File: src/rtl/pat_pkg.sv
package pat_pkg;

    localparam int PAT_W = 8;

    typedef enum logic [1:0] {
        PM_INC     = 2'd0,
        PM_FIB     = 2'd1,
        PM_GRAY    = 2'd2,
        PM_INC_ALT = 2'd3
    } pat_mode_e;

    // Fibonacci upper term carries one spare bit to detect the overflow.
    typedef struct packed {
        logic [PAT_W-1:0] cnt;
        logic [PAT_W-1:0] fa;
        logic [PAT_W:0]   fb;
    } seq_state_t;

    function automatic seq_state_t seq_first();
        seq_state_t s;
        s.cnt = '0;
        s.fa  = '0;
        s.fb  = {{PAT_W{1'b0}}, 1'b1};
        return s;
    endfunction

    function automatic seq_state_t seq_step(pat_mode_e m, seq_state_t s);
        seq_state_t n;
        n = s;
        case (m)
            PM_FIB: begin
                if (s.fb[PAT_W]) begin
                    n = seq_first();
                end else begin
                    n.fa = s.fb[PAT_W-1:0];
                    n.fb = {1'b0, s.fa} + s.fb;
                end
            end
            default: n.cnt = s.cnt + 1'b1;
        endcase
        return n;
    endfunction

    function automatic logic [PAT_W-1:0] seq_value(pat_mode_e m, seq_state_t s);
        case (m)
            PM_FIB:  return s.fa;
            PM_GRAY: return s.cnt ^ (s.cnt >> 1);
            default: return s.cnt;
        endcase
    endfunction

endpackage

File: src/rtl/pat_engine.sv
module pat_engine
    import pat_pkg::*;
(
    input  logic             clk,
    input  logic             rst,
    input  logic             clr,
    input  logic             step,
    input  pat_mode_e        mode,
    output logic [PAT_W-1:0] value
);

    seq_state_t st;

    always_ff @(posedge clk) begin
        if (rst || clr) begin
            st <= seq_first();
        end else if (step) begin
            st <= seq_step(mode, st);
        end
    end

    assign value = seq_value(mode, st);

    // any clear lands on the first value of the sequence
    a_r6_clear_to_first: assert property (@(posedge clk) disable iff (rst)
        clr |=> value == '0);

    a_r3_inc_step: assert property (@(posedge clk) disable iff (rst)
        (step && !clr && (mode == PM_INC || mode == PM_INC_ALT))
        |=> value == $past(value) + 1'b1);

    a_r5_gray_one_bit: assert property (@(posedge clk) disable iff (rst)
        (step && !clr && mode == PM_GRAY)
        |=> $countones(value ^ $past(value)) == 1);

    a_r4_fib_grows_or_wraps: assert property (@(posedge clk) disable iff (rst)
        (step && !clr && mode == PM_FIB)
        |=> (value >= $past(value)) || (value == '0));

endmodule

File: src/rtl/pat_gen.sv
module pat_gen
    import pat_pkg::*;
(
    input  logic             clk,
    input  logic             rst,
    input  logic             clr,
    input  pat_mode_e        mode,
    input  logic             next_req,
    output logic [PAT_W-1:0] byte_out,
    output logic             byte_vld
);

    logic             take;
    logic [PAT_W-1:0] cur;

    assign take = next_req & ~clr;

    pat_engine u_eng (
        .clk   (clk),
        .rst   (rst),
        .clr   (clr),
        .step  (take),
        .mode  (mode),
        .value (cur)
    );

    always_ff @(posedge clk) begin
        if (rst) begin
            byte_out <= '0;
            byte_vld <= 1'b0;
        end else begin
            byte_vld <= take;
            if (take) begin
                byte_out <= cur;
            end
        end
    end

    a_r2_req_gives_valid: assert property (@(posedge clk) disable iff (rst)
        (next_req && !clr) |=> byte_vld);

    a_r2_no_req_no_valid: assert property (@(posedge clk) disable iff (rst)
        !(next_req && !clr) |=> !byte_vld);

endmodule

File: config.mk
export PLATFORM = sky130hd
export DESIGN_NAME = pat_gen
export DESIGN_NICKNAME = d
export VERILOG_FILES = /design/src/rtl/pat_pkg.sv /design/src/rtl/pat_engine.sv /design/src/rtl/pat_gen.sv
export SDC_FILE = /design/constraint.sdc
export NUM_CORES = 1
export LEC_CHECK = 0
export BUFFER_PORTS_ARGS = -buffer_cell sky130_fd_sc_hd__buf_2
export CAP_MARGIN = 10
export CORE_ASPECT_RATIO = 1.1
export CORE_MARGIN = 2
export CORE_UTILIZATION = 45
export DETAILED_ROUTE_END_ITERATION = 12
export GPL_TIMING_DRIVEN = 0
export PLACE_DENSITY = 0.64
export SLEW_MARGIN = 30
export SYNTH_ARGS = -nofsm -noshare
export SYNTH_HDL_FRONTEND = slang
export SYNTH_SLANG_ARGS = --single-unit
File: constraint.sdc
create_clock -name clk -period 4.2 [get_ports clk]
set_input_delay 0.21 -clock clk [delete_from_list [all_inputs] [get_ports clk]]
set_output_delay 0.21 -clock clk [all_outputs]
set_load 0.02 [all_outputs]
==> impl_metrics.tcl <==
set metrics [dict create \
    run_status "finished clean" \
    detailed_place.area_mm2 0.002013 \
    worst_r2r_startpoint "u_eng.st[0]$_SDFFE_PP1P_" \
    critPathArrivalTime_ns 2.22 \
    rr_worst_depth 8 \
    crit_end "u_eng.st[6]$_SDFFE_PP0P_" \
    synth_top_area_share_pct 36.15 \
    nNetsFinal 276 \
    die_width_um 65.68 \
    boundaryPins 15 \
    crit_type "flop to flop" \
    fin_skew_ns 0.005303 \
    wl_met1_um 2093 \
    total_number_of_clock_tree_sinks 34 \
    vdd_drop_max_uv 155.6 \
    power.density_cell_area_mw_per_mm2 293.2 \
    setup.worst_path.end_class "flop" \
    synthesis.area_per_instance_um2 8.082 \
    cap_violations 0 \
    antennaDiodeCount 0 \
    wl_um 4402 \
    cell_count_after_synthesis 233 \
    seq_area_frac_synth_pct 36.15 \
    die_height_um 71.85 \
    critical_path.cell_chain "ha_1 -> inv_1 -> fa_1 -> nor2b_4 -> o31a_1 -> o21a_1 -> or4_1 -> nand3_1" \
    max_clock_freq_ghz 0.5025 \
    postSynthRegisterBits 34 \
    drt_iter0_drc 69 \
    fillCellCount 405 \
    total_congestion_overflow 0 \
    synth_area_mm2 0.001883 \
    num_vias 1682 \
    startpoint "u_eng.st[0]$_SDFFE_PP1P_" \
    hold_path.class "input pin to flop" \
    cts_inserted_buffers 5 \
    tns_ns 0 \
    yosysMostFrequentCell "dfxtp_1" \
    ys_top_cells_by_area "dfxtp_1 (36%), ha_1 (11%), a21oi_1 (6.4%), nor2_1 (5.2%), nand2_1 (4.6%)" \
    highest-signal-layer "met4" \
    design.die.area_mm2 0.004718 \
    grt_pass1_wl_um 7534 \
    finalWorstSetupSlack_ns 2.210 \
    htree_num_levels 2 \
    routed-wl-met3_um 185 \
    groute.usage.overall_pct 21.04 \
    root_buffer "clkbuf_8" \
    place_congestion 0.8398 \
    highest_cell_delay_on_the_worst_timing_path_ns 0.47 \
    final_core_utilization_pct 52.69 \
    number_of_global_route_vias_before_repair 1583 \
    area.sequential_um2 680.7 \
    antenna_violating_nets_post_route 0 \
    cp_slowest_cell "or4_1" \
    report.final.hold_viol_count 0 \
    cts_buffer_depth 2 \
    synth_enable_flop_cells 0 \
    clk_transition_reported_paths_ns 0.07 \
    timing.slew.headroom_pct 57.48 \
    floorplan.initialDensity_pct 47.15 \
    placement_rows 24 \
    wl_per_cell_um 14.39 \
    synth-async-reset-ratio_pct 0 \
    postSynthNetCount 256 \
    grt_start_max_net_pins 11 \
    rrSetupSlack_ns 2.21 \
    finalInstanceArea_mm2 0.002105 \
    number_of_iterations_in_the_first_detailed_routing_pass 4 \
    final.period_utilization_pct 47.38 \
    post_cts_hold_buffers 0 \
    vias_per_cell 5.497 \
    port_buf_inserts 13 \
    route.met2.wl_um 2057 \
    post-cts-setup-buffers 0 \
    power.static_leakage_uw 0.0008064 \
    final.min_clock_period_ns 1.990 \
    layout-area-overhead-vs-synth_pct 11.76 \
    ys_warn_count 0 \
    remaining_drc_errors 0 \
    tritoncts_clock_tree "yes" \
    finalMaxSlewViolations 0 \
    number_of_setup_violations_in_the_final_report 0 \
    final_layout_size_suffix_gt1_share_pct 10.63 \
    critical_path.max_fanout 3 \
    post-synth-top-area-cell "dfxtp_1" \
    timing.critical_path.required_ns 4.43 \
    setup_repair_after_global_routing_missed_its_margin "no" \
    r2r_end "u_eng.st[6]$_SDFFE_PP0P_" \
    startpoint_type "flop" \
    yosys-top-cells-count "dfxtp_1 (34), nor2_1 (26), a21oi_1 (24), nand2_1 (23), ha_1 (16)" \
    worstMarginPinSlew_ns 0.6311 \
    grt_antenna_before_repair 0 \
    hpwl_um 3146 \
    core_mm2 0.003994 \
    cts_repair_resize_count 0 \
    multi_input_comb_area_mm2 0.001109 \
    worst_skew_pair.late_latency_ns 0.28 \
    power.total_uw 617.0 \
    dominantRegCellSynth "dfxtp_1" \
    place_ws_ns 2.235 \
    netlist-cell-type-count 40 \
]
==> cells by family (layout without fill, tap and decap cells) <==
group / count (synthesis) / after routing / share of synthesized area [%]
simple gates: 87 / 87 / 22.72
buf+inv: 24 / 45 / 4.983
xor+xnor: 5 / 5 / 2.326
fa+ha+maj: 17 / 17 / 11.69
flops: 34 / 34 / 36.15
mux: 2 / 2 / 1.063
compound gates: 64 / 64 / 21.06
==> power breakdown <==
part	internal [uW]	switching (uW)
combinational	10.8	29.4
clock	132	119
sequential	324	1.09
==> metal layers <==
layer / vias up / track usage [%]
met2: 29 / 33.33
li1: 871 / -
met1: 776 / 27.50
met4: 0 / 8.565
met5: - / 0
met3: 6 / 4.867
==> layout by cell type, fill, tap and decap left out, types with 2 or more instances in the layout <==
cell / count
a211oi_1: 3
a21o_1: 3
a21oi_1: 24
a22oi_1: 7
a32oi_1: 2
and3_1: 2
buf_2: 16
clkbuf_1: 12
clkbuf_8: 6
dfxtp_1: 34
ha_1: 16
inv_1: 10
mux2i_1: 2
nand2_1: 23
nand3_1: 7
nand4_1: 2
nor2_1: 26
nor3_1: 6
nor3b_1: 7
nor4_1: 5
o21a_1: 2
o21ai_0: 15
or4_1: 2
xnor2_1: 3
xor2_1: 2
==> worst min-delay path by stage <==
| stage | end | cells after the start | startpoint | slack, ns |
|---|---|---|---|---|
| 2_1_floorplan | byte_vld$_SDFF_PP0_ | 1 | next_req | 0.33 |
| 3_3_place_gp | byte_out[0]$_SDFFE_PP0P_ | 2 | byte_out[0]$_SDFFE_PP0P_ | 0.44 |
| 3_5_place_dp | byte_out[0]$_SDFFE_PP0P_ | 2 | byte_out[0]$_SDFFE_PP0P_ | 0.44 |
| 4_1_cts | byte_vld$_SDFF_PP0_ | 2 | next_req | 0.15 |
| 5_1_grt | byte_vld$_SDFF_PP0_ | 2 | next_req | 0.16 |
| 6_report | byte_vld$_SDFF_PP0_ | 2 | next_req | 0.15 |
==> registers in the layout, indices dropped and copies added, names as in the netlist <==
register	flops
u_eng.st	25
byte_out	8
byte_vld	1
==> worst max-delay path, delay by kind of cell (launching register included) <==
| kind | cells | cell delay [ns] |
|---|---|---|
| flops | 1 | 0.33 |
| compound gates | 2 | 0.44 |
| fa+ha+maj | 2 | 0.47 |
| simple gates | 3 | 0.62 |
| buf+inv | 1 | 0.08 |
==> metrics by stage <==
| stage | hold slack (ns) | std cells |
|---|---|---|
| finish | 0.1527 | 306 |
| global placement | 0.4410 | 298 |
| global route | 0.1556 | 306 |
| detailed placement | 0.4448 | 298 |
| floorplan | 0.3317 | 233 |
| CTS | 0.1457 | 306 |
==> final cells by class <==
class / instances / area share (%)
multi-input cells: 175 / 52.68
well taps: 52 / 3.092
inverters: 10 / 1.784
plain buffers: 14 / 2.675
repair buffers: 13 / 3.092
clock buffers: 7 / 4.102
flip-flops and latches: 34 / 32.34
clock inverters: 1 / 0.2378
(Power assumes the default switching activity.)
